$ cat src/rtl/atw_pkg.sv
package atw_pkg;

    typedef enum logic [1:0] {
        M_IDLE   = 2'd0,
        M_LOAD   = 2'd1,
        M_RUN    = 2'd2,
        M_UNLOAD = 2'd3
    } mode_e;

    typedef enum logic [1:0] {
        OP_ADD = 2'd0,
        OP_SUB = 2'd1,
        OP_AND = 2'd2,
        OP_XOR = 2'd3
    } op_e;

    localparam int unsigned OP_BITS = 2;

endpackage

$ cat src/rtl/atw_ctrl.sv
module atw_ctrl
    import atw_pkg::*;
#(
    parameter int unsigned N  = 4,
    parameter int unsigned VW = 18,
    parameter int unsigned W  = 8,
    localparam int unsigned LBITS = N * VW,
    localparam int unsigned UBITS = N * W,
    localparam int unsigned CW = $clog2(LBITS),
    localparam int unsigned IW = (N > 1) ? $clog2(N) : 1
) (
    input  logic          clk,
    input  logic          rst,
    input  logic          shift_en,
    input  logic [1:0]    mode_sel,
    input  logic          start,
    output mode_e         mode_o,
    output logic          done_o,
    output logic          in_shift_o,
    output logic          out_shift_o,
    output logic          run_o,
    output logic [IW-1:0] run_idx_o
);

    mode_e         state;
    logic [CW-1:0] cnt;

    always_ff @(posedge clk) begin
        if (rst) begin
            state  <= M_IDLE;
            cnt    <= '0;
            done_o <= 1'b0;
        end else begin
            done_o <= 1'b0;
            case (state)
                M_IDLE: begin
                    if (start && mode_sel != 2'd0) begin
                        state <= mode_e'(mode_sel);
                        cnt   <= '0;
                    end
                end
                M_LOAD: begin
                    if (shift_en) begin
                        if (cnt == CW'(LBITS - 1)) state <= M_IDLE;
                        else cnt <= cnt + 1'b1;
                    end
                end
                M_RUN: begin
                    if (cnt == CW'(N - 1)) begin
                        state  <= M_IDLE;
                        done_o <= 1'b1;
                    end else begin
                        cnt <= cnt + 1'b1;
                    end
                end
                M_UNLOAD: begin
                    if (shift_en) begin
                        if (cnt == CW'(UBITS - 1)) state <= M_IDLE;
                        else cnt <= cnt + 1'b1;
                    end
                end
                default: state <= M_IDLE;
            endcase
        end
    end

    assign mode_o      = state;
    assign in_shift_o  = (state == M_LOAD) && shift_en;
    assign out_shift_o = (state == M_UNLOAD) && shift_en;
    assign run_o       = (state == M_RUN);
    assign run_idx_o   = cnt[IW-1:0];

    // the burst ends after its N-th clock and raises done
    a_r6_burst_end: assert property (@(posedge clk) disable iff (rst)
        (state == M_RUN && cnt == CW'(N - 1)) |=> (state == M_IDLE && done_o));

    // done never lasts two clocks
    a_r8_done_once: assert property (@(posedge clk) disable iff (rst)
        done_o |=> !done_o);

    // a start during a burst does not cut it short
    a_r3_reject_run: assert property (@(posedge clk) disable iff (rst)
        (state == M_RUN && cnt != CW'(N - 1) && start) |=> (state == M_RUN));

    // load waits for the strobe
    a_r4_load_waits: assert property (@(posedge clk) disable iff (rst)
        (state == M_LOAD && !shift_en) |=> (state == M_LOAD && $stable(cnt)));

endmodule

$ cat src/rtl/atw_inbuf.sv
module atw_inbuf #(
    parameter int unsigned N  = 4,
    parameter int unsigned VW = 18,
    localparam int unsigned IW = (N > 1) ? $clog2(N) : 1
) (
    input  logic          clk,
    input  logic          rst,
    input  logic          shift,
    input  logic          sin,
    input  logic [IW-1:0] rd_idx,
    output logic [VW-1:0] vec_o
);

    logic [N-1:0][VW-1:0] chain;

    for (genvar i = 0; i < N; i++) begin : g_slot
        logic feed;
        if (i == N - 1) begin : g_tail
            assign feed = sin;
        end else begin : g_mid
            assign feed = chain[i+1][VW-1];
        end
        always_ff @(posedge clk) begin
            if (rst)        chain[i] <= '0;
            else if (shift) chain[i] <= {chain[i][VW-2:0], feed};
        end
    end

    assign vec_o = chain[rd_idx];

    // loaded vectors hold between strobes
    a_r4_chain_hold: assert property (@(posedge clk) disable iff (rst)
        !shift |=> $stable(chain));

endmodule

$ cat src/rtl/atw_core.sv
module atw_core
    import atw_pkg::*;
#(
    parameter int unsigned W = 8,
    localparam int unsigned VW = 2 * W + OP_BITS
) (
    input  logic [VW-1:0] vec_i,
    output logic [W-1:0]  res_o
);

    op_e          op;
    logic [W-1:0] a;
    logic [W-1:0] b;

    assign op = op_e'(vec_i[VW-1 -: OP_BITS]);
    assign a  = vec_i[2*W-1 -: W];
    assign b  = vec_i[W-1:0];

    always_comb begin
        case (op)
            OP_ADD:  res_o = a + b;
            OP_SUB:  res_o = a - b;
            OP_AND:  res_o = a & b;
            default: res_o = a ^ b;
        endcase
    end

endmodule

$ cat src/rtl/atw_outbuf.sv
module atw_outbuf #(
    parameter int unsigned N = 4,
    parameter int unsigned W = 8,
    localparam int unsigned IW = (N > 1) ? $clog2(N) : 1
) (
    input  logic          clk,
    input  logic          rst,
    input  logic          wr_en,
    input  logic [IW-1:0] wr_idx,
    input  logic [W-1:0]  wr_data,
    input  logic          shift,
    output logic          sout
);

    logic [N-1:0][W-1:0] res;

    for (genvar i = 0; i < N; i++) begin : g_slot
        logic feed;
        if (i == N - 1) begin : g_tail
            assign feed = 1'b0;
        end else begin : g_mid
            assign feed = res[i+1][W-1];
        end
        always_ff @(posedge clk) begin
            if (rst)
                res[i] <= '0;
            else if (wr_en && wr_idx == IW'(i))
                res[i] <= wr_data;
            else if (shift)
                res[i] <= {res[i][W-2:0], feed};
        end
    end

    assign sout = res[0][W-1];

    // results frozen outside the burst and unload shifts
    a_r9_obuf_hold: assert property (@(posedge clk) disable iff (rst)
        (!wr_en && !shift) |=> $stable(res));

endmodule

$ cat src/rtl/atw_top.sv
module atw_top
    import atw_pkg::*;
#(
    parameter int unsigned N = 4,
    parameter int unsigned W = 8,
    localparam int unsigned VW = 2 * W + OP_BITS,
    localparam int unsigned IW = (N > 1) ? $clog2(N) : 1
) (
    input  logic       clk,
    input  logic       rst,
    input  logic       shift_en,
    input  logic       scan_in,
    input  logic [1:0] mode_sel,
    input  logic       start,
    output logic       scan_out,
    output logic [1:0] mode_o,
    output logic       done
);

    mode_e         mode;
    logic          in_shift;
    logic          out_shift;
    logic          run;
    logic [IW-1:0] run_idx;
    logic [VW-1:0] vec;
    logic [W-1:0]  res;

    atw_ctrl #(.N(N), .VW(VW), .W(W)) u_ctrl (
        .clk(clk), .rst(rst), .shift_en(shift_en), .mode_sel(mode_sel),
        .start(start), .mode_o(mode), .done_o(done), .in_shift_o(in_shift),
        .out_shift_o(out_shift), .run_o(run), .run_idx_o(run_idx)
    );

    atw_inbuf #(.N(N), .VW(VW)) u_in (
        .clk(clk), .rst(rst), .shift(in_shift), .sin(scan_in),
        .rd_idx(run_idx), .vec_o(vec)
    );

    atw_core #(.W(W)) u_core (
        .vec_i(vec), .res_o(res)
    );

    atw_outbuf #(.N(N), .W(W)) u_out (
        .clk(clk), .rst(rst), .wr_en(run), .wr_idx(run_idx), .wr_data(res),
        .shift(out_shift), .sout(scan_out)
    );

    assign mode_o = mode;

endmodule

$ cat config.mk
export PLATFORM = sky130hd
export DESIGN_NAME = atw_top
export DESIGN_NICKNAME = d
export VERILOG_FILES = /design/src/rtl/atw_pkg.sv /design/src/rtl/atw_ctrl.sv /design/src/rtl/atw_inbuf.sv /design/src/rtl/atw_core.sv /design/src/rtl/atw_outbuf.sv /design/src/rtl/atw_top.sv
export SDC_FILE = /design/constraint.sdc
export NUM_CORES = 1
export LEC_CHECK = 0
export ABC_AREA = 1
export BUFFER_PORTS_ARGS = -buffer_cell sky130_fd_sc_hd__buf_2
export CORE_AREA = 2 2 126 128
export DETAILED_ROUTE_END_ITERATION = 12
export DIE_AREA = 0 0 128 130
export PLACE_DENSITY = 0.57
export SYNTH_ARGS = -nofsm -noshare
export SYNTH_HDL_FRONTEND = slang
export SYNTH_SLANG_ARGS = --single-unit
export TNS_END_PERCENT = 20
$ cat constraint.sdc
create_clock -name clk -period 2.75 [get_ports clk]
set_input_delay 0.275 -clock clk [delete_from_list [all_inputs] [get_ports clk]]
set_output_delay 0.275 -clock clk [all_outputs]
set_load 0.01 [all_outputs]
* After elaboration in Yosys (flattened, before gate mapping)
Index checks and enable logic that the tools add are counted.
** Storage, ports and cells
- Register bits after elaboration :: 114
- Latch bits :: 0
- Memory bits (writable) :: 0
- ROM bits :: 0
- Input port bits :: 7
- Output and inout bits :: 4
- Logic and storage cells :: 82
- Memories kept :: 0
** Cells by class
- $add $sub $neg :: 3
- Multiply operators :: 0
- Div/mod/pow operators :: 0
- $lt $le $gt $ge :: 1
- Eq/ne operators :: 20
- Shift-type cells :: 0
- Muxes and demuxes :: 26
- Bitwise gates (word level) :: 3
- Reductions and logical operators :: 18
** Operator list (number)
- 8-bit 2-to-1 mux :: 8
- 7-bit 2-to-1 mux :: 6
- 18-bit binary-select mux with 2-bit select :: 1
- 7-bit one-hot mux with 4 select lines :: 1
- 8-bit one-hot mux with 3 select lines :: 1
- 18-bit 2-to-1 mux :: 1
- 2-bit 2-to-1 mux :: 6
- 2-bit inequality test (second input constant) :: 6
- 6-bit AND reduction :: 2
- 2-bit equality test (second input constant) :: 5
- 2-bit nonzero test :: 5
- 8-bit adder :: 1
- 8-bit bitwise AND :: 1
- 2-bit one-hot mux with 4 select lines :: 1
- 8-bit subtractor :: 1
- 8-bit bitwise XOR :: 1
- 7-bit by 1-bit adder with 7-bit output (second input constant) :: 1
- 7-bit by 2-bit equality test with 1-bit output (second input constant) :: 1
- 7-bit by 5-bit equality test with 1-bit output (second input constant) :: 1
- 7-bit equality test (second input constant) :: 1
- 1-bit logical AND :: 7
- 2-bit by 1-bit equality test with 1-bit output (second input constant) :: 3
- 2-bit zero test :: 3
- 2-bit by 1-bit inequality test with 1-bit output (second input constant) :: 3
- 4 further kinds :: 4

* Depth between registers and ports, before layout
Gate-level depths: netlist (run 1).
- Depth after elaboration :: 5
- Depth in mapped cells :: 21
- Depth with buffers taken out :: 20

* Cells and area by module
A second synthesis (run 1) with hierarchy kept.
** Unflattened totals
- Cells, all modules :: 1031
- Area, all modules :: 7234.4 sq um
** By module, submodules not included
- atw_inbuf :: times used 1, cells an instance 522, area an instance 3947.5 sq um, seq. area each 1441.4 sq um
- atw_outbuf :: times used 1, cells an instance 258, area an instance 1750.4 sq um, seq. area each 640.6 sq um
- atw_ctrl :: times used 1, cells an instance 123, area an instance 774.5 sq um, seq. area each 200.2 sq um
- atw_core :: times used 1, cells an instance 128, area an instance 762.0 sq um, seq. area each 0.0 sq um

* Worst setup path after synthesis (run 1)
OpenSTA, ideal clock, no wires.
- Path kind :: register -> register
- Start point :: register u_ctrl.cnt[0]
- End point :: register u_out.res[14] in the netlist's numbering
- Setup time :: 0.128 ns
- Data arrival time :: 2.810 ns
- Required time :: 2.622 ns
- Slack :: -0.188 ns
- Cell stages (with the launch flop) :: 20
- Path buffers :: 2
- Clock period less this slack :: 2.938 ns
- Path through :: dfxtp_1 buf_6 buf_12 nand2_2 nand3_2 nand2_4 ha_1 o21ai_0 inv_1 fa_1 nand3b_1 nand2_1 nand2_1 nand2_1 a21oi_1 or2_2 nand3_1 nand3_1 a21oi_1 nor2_1
** Between the ends
- Cells in the longest elaborated chain, start to end :: 5
- Elaborated cells on any way between the ends :: 14
- Those cells by class :: 2 x add/sub; 3 x eq/ne; 4 x mux; 2 x bitwise; 3 x reduce/logical
** Ends and longest elaborated chain
- start, declared :: line atw_ctrl.sv:26 : logic [CW-1:0] cnt;
- start signal, assigned :: line atw_ctrl.sv:45 : else cnt <= cnt + 1'b1;
- start signal, assigned :: line atw_ctrl.sv:53 : cnt <= cnt + 1'b1;
- start signal, assigned :: line atw_ctrl.sv:59 : else cnt <= cnt + 1'b1;
- 18-bit binary-select mux with 2-bit select :: line atw_inbuf.sv:29 : assign vec_o = chain[rd_idx];
- 18-bit 2-to-1 mux (implied by the code) :: line atw_inbuf.sv:29
- 8-bit subtractor (tied with other cells) :: line atw_core.sv:22 : OP_SUB: res_o = a - b;
- 8-bit one-hot mux with 3 select lines :: line atw_core.sv:20 : case (op)
- 8-bit 2-to-1 mux :: line atw_outbuf.sv:27 : else if (wr_en && wr_idx == IW'(i))
- end signal, assigned by index :: line atw_outbuf.sv:28 : res[i] <= wr_data;
- end signal, assigned by index :: line atw_outbuf.sv:30 : res[i] <= {res[i][W-2:0], feed};
- end, declared :: line atw_outbuf.sv:15 : logic [N-1:0][W-1:0] res;
Parallel ways exist; a longest one is shown, timed or not. The select of a mux whose other input is x is not followed.
A chain may end at the register's enable or synchronous reset.

* Worst setup path in the final report (run 1)
Ends and elaborated chain as after synthesis.

==> results.tsv, run 1 <==
metric	value	unit
total_power	0.009377	W
worstHoldEndpoint	u_in.chain[54]	
syn_area	5963	um^2
violations	negative setup slack	
syn-num-nets	867	
rows	46	
grt_use_total	0.2089	
ys_seq_area_frac	0.3827	
num-fill-cells	1548	
ys_warn_count	0	
swShare	0.4150	
min_period	2845	ps
end_kind	flip-flop	
slew_headroom	0.5113	
io_pins	11	
portBuffers	10	
clk_pin_slew	60	ps
cts_max_level	4	
holdCritPathClass	primary input to flip-flop	
vias	5769	
reg2reg_setup_slack	-90	ps
drt_wl_total	16370	um
crit_top_cell	a21oi_2	
start_util	0.3866	
worst_path_max_delay_cell	dfxtp_4	
path_class	flip-flop to flip-flop	
wl_per_cell	14.92	um
fp.dieW	128	um
p_switching	0.003891	W
slew_viol_final	0	
via_per_inst	5.259	
p_seq_frac	0.199	
p_per_area	1239	nW/um^2
seqCellArea	2290	um^2
diodes	0	
fin_nets	920	
worstMarginPinSlew	733.0	ps
crit_path_max_fanout	8	
area_delta_synth_final	26.92	%
post-route-util	0.4907	
hold_violations	0	
clock_path_buffers	2	
synth.distinct_cells	44	
grt_pass1_wl	27480	um
synth_cells	839	
ant_nets	0	
cts.sink_count	114	
synth_fa_ha_area_frac	0.04532	
synth_compound_area_frac	0.1893	
die_h	130	um
cts_tree	done	
syn_avg_cell_area	7.108	um^2
status	finished with violations	
yosys-mux-area-fraction	0	
crit_required	3050	ps
min_path_cells	3	
dp_cells	1047	
worstPathArrival	3150	ps
pwr-share-comb	0.565	
root_buffer	clkbuf_16	
dr.pass1.iters	5	
first_global_vias	5476	
finalCritPeriodShare	1.034	
grt_max_degree	70	
cp-start-kind	flip-flop	
cp_slowest_stage_delay	360	ps
drcViolationCount	0	
timing.fmax	351.5	MHz
r2r_start	u_ctrl.cnt[0]	
r2r_end	u_out.res[14]	
power.internal	0.005486	W
synth_xor_area_frac	0.008812	
synth-simple-area-share	0.2866	
cts_buffers	17	
hold_start	scan_in	
core_area	15420	um^2
drive_above_1_share	0.2398	
fin_skew	11.07	ps
pwr-share-clk	0.236	
clock_latency	430	ps
final_cells	1097	
ys_seq_elements	114	
fp.dieArea	16640	um^2
peakVddDrop	721.2	uV
synth_top_family_by_area	simple AND/OR/NAND/NOR gates	
gp_congestion	0.8334	
cap_violations	0	
crit_chain	buf_12 > bufbuf_16 > nand2_4 > nand3_2 > nand2_4 > buf_4 > inv_1 > xor2_1 > ha_1 > a21oi_2 > nand2_2 > nand2_1 > nand2_1 > a21oi_2 > nand2_2 > nand3_4 > nand3_4 > a21oi_2 > nor2_1	
grt_antenna_before_repair	0	
hpwlAfterDp	10520	um
fin_ws	-94.63	ps
p_leak	3.038	nW
grt-ovfl-total	0	
r2r_cells	19	
fin_hold_ws	118.8	ps
place_ws	-156.6	ps
multi_input_area	3440	um^2
drt_iter0_drc	379	
rsz0062_at_grt	yes	
finalSetupViolCount	10	
holdBufCountCts	0	
[flip-flops by register name, summed over array words and instances (netlist names)]
name / count
u_ctrl.cnt: 7
u_ctrl.done_o: 1
u_ctrl.mode_o: 2
u_in.chain: 72
u_out.g_slot.feed: 3
u_out.res: 28
u_out.sout: 1
[synth_stat cells, drive strengths merged]
cell type  count  share of area
a211oi         4         0.0050
a21o           2         0.0025
a21oi        112          0.097
a221oi         3         0.0044
a22o           2         0.0029
a31oi          3         0.0031
a32oi          2         0.0029
buf           16          0.022
clkbuf        33          0.021
clkinv         1        0.00063
dfxtp        114           0.38
fa             1         0.0034
ha            20          0.042
inv           68          0.044
nand2        215           0.15
nand3        106          0.097
nand3b         1         0.0013
nand4          3         0.0031
nor2          45          0.030
nor3          10         0.0084
o211ai         5         0.0080
o21a           2         0.0025
o21ai         47          0.039
o221a          2         0.0038
o221ai         4         0.0059
o22ai          8         0.0084
o31ai          3         0.0038
or2            1         0.0010
xor2           6         0.0088
[through the flow]
stage | TNS [ps] | area (um^2)
after global placement | -896.7 | 6490
after CTS | -678.2 | 7326
after floorplan | 0 | 5982
after detailed placement | -1392 | 6490
after global routing | -3660 | 7569
final | -305.5 | 7569
[placed cells by master, fill, tap and decap left out, drive strengths merged, types with 3 or more instances in the layout]
master and instances:
a211oi 4, a21oi 112, a221oi 3, a31oi 3
buf 82, clkbuf 23, clkinv 5, clkinvlp 3
dfxtp 114, ha 20, inv 68, nand2 215
nand3 106, nand4 3, nor2 45, nor3 10
o211ai 5, o21ai 47, o221ai 4, o22ai 8
o31ai 3, xor2 6
[area by class of cell]
class | count | area share
tap | 192 | 0.03174
clock buffer | 23 | 0.06580
sequential | 114 | 0.3025
clock inverter | 9 | 0.01356
multi-input combinational | 607 | 0.4545
timing repair buffer | 83 | 0.09638
inverter | 69 | 0.03554
[per-layer routing]
| layer | GRT usage | share of wire |
|---|---|---|
| met3 | 0.04920 | 0.034 |
| met5 | 0 | 0 |
| met1 | 0.2781 | 0.48 |
| met2 | 0.3303 | 0.46 |
| met4 | 0.08016 | 0.020 |
[power groups by stage]
stage / Sequential [W] / Clock [W] / Combinational (W)
4_1_cts: 0.00186 / 0.00225 / 0.00470
6_report: 0.00186 / 0.00222 / 0.00530
5_1_grt: 0.00188 / 0.00234 / 0.00579
2_1_floorplan: 0.00187 / 0 / 0.00268
3_3_place_gp: 0.00189 / 0 / 0.00428
3_5_place_dp: 0.00189 / 0 / 0.00430
[worst max path at each step]
| stage | depth (start not counted) | slack [ps] | from | end |
|---|---|---|---|---|
| floorplan | 19 | 30 | u_ctrl.cnt[0] | u_out.res[14] |
| global placement | 20 | -130 | u_ctrl.cnt[0] | u_out.g_slot[1].feed |
| detailed placement | 20 | -160 | u_ctrl.cnt[0] | u_out.g_slot[1].feed |
| CTS | 20 | -80 | u_ctrl.cnt[0] | u_out.sout |
| global route | 19 | -230 | u_ctrl.cnt[0] | u_out.res[14] |
| finish | 19 | -90 | u_ctrl.cnt[0] | u_out.res[14] |
[critical path, delay by kind of cell, from the launching register on]
family,cells,cell delay [ps]
xor+xnor,1,170
compound gates,3,480
flops,1,360
buf+inv,4,590
simple gates,10,780
fa+ha+maj,1,360
[kinds of logic after synthesis]
group                      count (synthesis)
DFF                                      114
buffers and inverters                    118
adders and majority gates                 21
AOI/OAI and AO/OA                        199
xor gates and xnor gates                   6
and+or+nand+nor                          381
[timing repair]
| item | CTS | global route |
|---|---|---|
| gates cloned | 2 | 0 |
| resized for setup | 29 | 50 |
| setup endpoints to repair | 18 | 23 |
| pin swaps | 20 | 35 |
| buffers inserted | 6 | 10 |
(Power assumes the default switching activity.)
==> run 2: changes to the inputs <==
Settings changed: CORE_AREA 2 2 126 128 to 2 2 106 108, DIE_AREA 0 0 128 130 to 0 0 108 110, PLACE_DENSITY 0.57 to 0.76, SKIP_LAST_GASP set to 1.
==> results.tsv, run 2 (synthesized netlist as in run 1, its figures left out) <==
metric	value	unit
rsz0062_at_grt	yes	
timing.fmax	352.2	MHz
crit_path_max_fanout	8	
drcViolationCount	0	
worstPathArrival	3210	ps
pwr-share-comb	0.555	
die_h	110	um
drt_iter0_drc	500	
slew_viol_final	0	
dr.pass1.iters	5	
min_path_cells	3	
finalSetupViolCount	13	
diodes	0	
holdBufCountCts	0	
clk_pin_slew	60	ps
grt_max_degree	91	
cts.sink_count	114	
hold_violations	0	
status	finished with violations	
fin_skew	9.002	ps
grt_pass1_wl	25840	um
largest_register_ff_count	72	
crit_chain	inv_6 > buf_6 > o211ai_2 > nand2_2 > nand2_4 > buf_6 > nand2_2 > xor2_2 > ha_1 > a21oi_1 > nand2_2 > nand2_1 > nand2_1 > a21oi_2 > nand2_1 > nand3_4 > nand3_4 > a21oi_2 > nor2_1	
p_leak	2.865	nW
cts_tree	done	
regMostFlops	u_in.chain	
p_switching	0.003759	W
peakVddDrop	731.4	uV
worst_path_max_delay_cell	dfxtp_4	
holdCritPathClass	primary input to flip-flop	
rows	38	
num-fill-cells	892	
root_buffer	clkbuf_8	
cp.depth	19	
clock_latency	530	ps
r2r_cells	19	
biggestRegsByFlops	u_in.chain (72), u_out.res (28), u_ctrl.cnt (7)	
clock_path_buffers	2	
drive_above_1_share	0.2016	
core_area	10700	um^2
slew_headroom	0.3300	
first_global_vias	5494	
postPlaceCellArea	6355	um^2
grt-ovfl-total	0	
grt_use_met3	0.06761	
met2_usage	0.4757	
hold_start	scan_in	
violations	negative setup slack	
total_power	0.008936	W
via_per_inst	5.714	
r2r_start	u_ctrl.cnt[0]	
fin_area	7161	um^2
fp.dieW	108	um
cp-start-kind	flip-flop	
io_pins	11	
hpwlAfterDp	10350	um
power.internal	0.005177	W
wl_per_cell	15.48	um
drt_wl_total	15910	um
crit_required	3120	ps
crit_start	u_ctrl.cnt[0]	
path_class	flip-flop to flip-flop	
start_util	0.5574	
grtUsageMet1	0.3341	
busiest_layer	met2	
area_delta_synth_final	20.08	%
portBuffers	10	
gp_congestion	0.9428	
p_per_area	1248	nW/um^2
vias	5874	
ant_nets	0	
finalCritPeriodShare	1.033	
fin_nets	904	
grt_antenna_before_repair	0	
crit_family	simple AND/OR/NAND/NOR gates	
cap_violations	0	
cts_max_level	4	
final_common_cell	nand2_1	
p_seq_frac	0.210	
pwr-share-clk	0.235	
fp.dieArea	11880	um^2
path_buf_inv	3	
end_kind	flip-flop	
cp_slowest_stage_delay	380	ps
min_period	2840	ps
swShare	0.4207	
cts_buffers	17	
grt_use_total	0.2763	
worstMarginPinSlew	1005	ps
final_cell_mix	nand2_1 (189), dfxtp_1 (112), a21oi_1 (99), nand3_1 (92), inv_1 (56)	
fin_ws	-89.70	ps
-- run 2: cell types whose count changed in the layout (fill, tap and decap cells not counted), sizes merged --
cell	previous run	this run
bufbuf	1	0
clkinvlp	3	0
buf	82	67
clkbuf	23	27
clkinv	5	4
bufinv	2	1
-- run 2: worst min-delay path: cells and delay by family --
| kind | cells | cell delay, ps |
|---|---|---|
| buffers and inverters | 1 | 100 |
| AOI/OAI and AO/OA | 1 | 80 |
| and+or+nand+nor | 1 | 90 |
-- run 2: area by class of cell --
type                    instances  area [um^2]  share of cell area
clock buffers                  27        521.8             0.07286
clock inverters                 4        45.04            0.006290
inverters                      69        269.0             0.03757
multi-input cells             607         3346              0.4672
flip-flops and latches        114         2287              0.3194
well taps                     140        175.2             0.02446
repair buffers                 67        516.7             0.07216
-- run 2: what timing repair did --
action                                  CTS  global route
pin swaps                                10            23
gates resized for setup                  27            23
endpoints found under the setup margin   20            21
setup buffers                             4             3
-- run 2: per-stage QoR --
stage / hold WS, ps / utilization / instances / worst slack [ps] / TNS, ps
global placement: 459.8 / 0.5940 / 991 / -121.6 / -623.5
CTS: 41.89 / 0.6602 / 1026 / -6.759 / -17.05
floorplan: 441.0 / - / 839 / 29.71 / 0
detailed placement: 465.1 / 0.5940 / 991 / -195.9 / -2015
global route: 53.42 / 0.6694 / 1028 / -294.2 / -3829
finish: 66.59 / 0.6694 / 1028 / -89.70 / -525.8
-- run 2: worst paths after layout --
path                          to  slack, ps
setup / recovery    u_out.res[6]        -90
hold reg to reg   u_in.chain[30]        480
hold / removal    u_in.chain[54]         70
setup reg to reg    u_out.res[6]        -90
-- run 2: metal layers --
metal	part of all wire	vias to the layer above
li1	-	2890
met4	0.023	0
met3	0.049	35
met2	0.49	160
met1	0.44	2789
met5	0	-
-- run 2: power groups by stage --
| stage | clock (W) | combinational (W) | sequential, W |
|---|---|---|---|
| floorplan | 0 | 0.00268 | 0.00187 |
| global placement | 0 | 0.00414 | 0.00189 |
| detailed placement | 0 | 0.00420 | 0.00189 |
| CTS | 0.00212 | 0.00455 | 0.00187 |
| global route | 0.00220 | 0.00540 | 0.00188 |
| finish | 0.00210 | 0.00496 | 0.00187 |
==> run 3: changes to the inputs <==
Settings changed: PLACE_DENSITY 0.76 to unset, PLACE_DENSITY_LB_ADDON set to 0.25.
==> results.tsv, run 3 (synthesized netlist as in run 1, its figures left out) <==
metric	value	unit
status	finished with violations	
violations	negative setup slack	
drcViolationCount	0	
die_h	110	um
p_seq_frac	0.205	
p_leak	2.862	nW
topRoutingLayerUsed	met4	
cts_tree	done	
clock_path_buffers	2	
finalSetupViolCount	16	
grt_max_degree	91	
hold_violations	0	
min_period	2834	ps
fin_ws	-84.06	ps
p_switching	0.003836	W
power.internal	0.005323	W
num-fill-cells	884	
p_per_area	1266	nW/um^2
swShare	0.4188	
largest_register_ff_count	72	
finalCritPeriodShare	1.031	
holdCritPathClass	primary input to flip-flop	
grt_pass1_wl	25620	um
r2r_start	u_ctrl.cnt[0]	
rows	38	
grt_antenna_before_repair	0	
slew_viol_final	0	
final_common_cell	nand2_1	
seqCellArea	2287	um^2
pwr-share-comb	0.544	
ant_nets	0	
worstPathArrival	3300	ps
wl_met2	7836	um
crit_required	3220	ps
worstMarginPinSlew	1021	ps
drt_iter0_drc	530	
final_cells	1019	
clock_latency	550	ps
dp_cells	981	
regMostFlops	u_in.chain	
wl_per_cell	15.52	um
fp.dieArea	11880	um^2
cap_violations	0	
drt_wl_total	15810	um
wl_met3	755	um
clk_pin_slew	60	ps
fin_nets	894	
postPlaceCellArea	6292	um^2
portBuffers	10	
io_pins	11	
tns	-890.2	ps
crit_path_max_fanout	7	
vias	5849	
cts_max_level	4	
cp-start-kind	flip-flop	
pwr-share-clk	0.251	
slew_headroom	0.3193	
fin_skew	6.374	ps
cts.sink_count	114	
grt_use_total	0.2748	
via_per_inst	5.740	
area_delta_synth_final	21.36	%
cts_buffers	17	
end_kind	flip-flop	
fin_area	7237	um^2
biggestRegsByFlops	u_in.chain (72), u_out.res (28), u_ctrl.cnt (7)	
met1_length	6798	um
diodes	0	
drive_above_1_share	0.2173	
hold_start	scan_in	
core_area	10700	um^2
root_buffer	clkbuf_8	
multi_input_area	3413	um^2
grt-ovfl-total	0	
dr.pass1.iters	5	
gp_congestion	0.9217	
final_cell_mix	nand2_1 (183), dfxtp_1 (112), a21oi_1 (97), nand3_1 (88), inv_1 (54)	
peakVddDrop	740.6	uV
path_class	flip-flop to flip-flop	
hpwlAfterDp	9797	um
fp.dieW	108	um
crit_start	u_ctrl.cnt[0]	
first_global_vias	5449	
timing.fmax	352.9	MHz
rsz0062_at_grt	yes	
start_util	0.5574	
## run 3: cell count changes in the layout (fill, tap and decap cells not counted), sizes merged
cell,before,now
clkinv,4,7
buf,67,57
clkinvlp,0,1
bufinv,1,4
clkbuf,27,21
## run 3: repair_timing
| item | in CTS | in global routing |
|---|---|---|
| setup buffers | 3 | 3 |
| hold buffers | 0 | 0 |
| pin swaps | 22 | 24 |
| gates resized for setup | 28 | 48 |
| endpoints found under the setup margin | 20 | 20 |
| endpoints found under the hold margin | 0 | 0 |
## run 3: worst paths after layout
| kind | to | slack (ps) | depth (start not counted) |
|---|---|---|---|
| min reg2reg | u_out.res[30] | 480 | 2 |
| min | u_in.chain[54] | 10 | 3 |
| max reg2reg | u_out.res[21] | -80 | 20 |
| max | u_out.res[21] | -80 | 20 |
## run 3: cell type report
type                            instances  area share
Clock buffer                           21     0.06345
Clock inverter                         11     0.02178
Inverter                               69     0.03717
Multi-Input combinational cell        607      0.4716
Sequential cell                       114      0.3160
Tap cell                              140     0.02420
Timing Repair Buffer                   57     0.06570
## run 3: routing by layer
| layer | vias to the layer above | track usage |
|---|---|---|
| li1 | 2877 | - |
| met2 | 169 | 0.4605 |
| met5 | - | 0 |
| met1 | 2765 | 0.3392 |
| met4 | 0 | 0.1300 |
| met3 | 38 | 0.05761 |
## run 3: critical path, stage by stage (launching register included)
cell and delay, ps:
dfxtp_4 380, inv_4 50, buf_8 130, nand2_4 50
nand3_2 70, nand2_2 110, ha_4 150, inv_4 30
buf_4 120, nand2_1 80, xor2_1 190, ha_1 310
a21oi_2 180, o21a_1 180, o31ai_4 90, a21oi_2 130
o21ai_1 70, buf_4 160, nand3_2 70, nand2_1 60
a21oi_1 140
## run 3: power by group through the flow
stage          logic, W  clock network [W]  registers, W
6_report        0.00498            0.00230       0.00187
5_1_grt         0.00548            0.00240       0.00188
4_1_cts         0.00432            0.00231       0.00187
3_5_place_dp    0.00403                  0       0.00190
3_3_place_gp    0.00397                  0       0.00189
2_1_floorplan   0.00268                  0       0.00187
## run 3: metrics by stage
stage	total power, W	util	hold WS [ps]	setup WS [ps]
floorplan	0.004549	-	441.0	29.71
global placement	0.005859	0.5882	453.6	-98.33
detailed placement	0.005925	0.5882	463.3	-115.0
CTS	0.008499	0.6579	4.809	-48.84
global route	0.009763	0.6765	27.28	-287.5
finish	0.009159	0.6765	13.15	-84.06
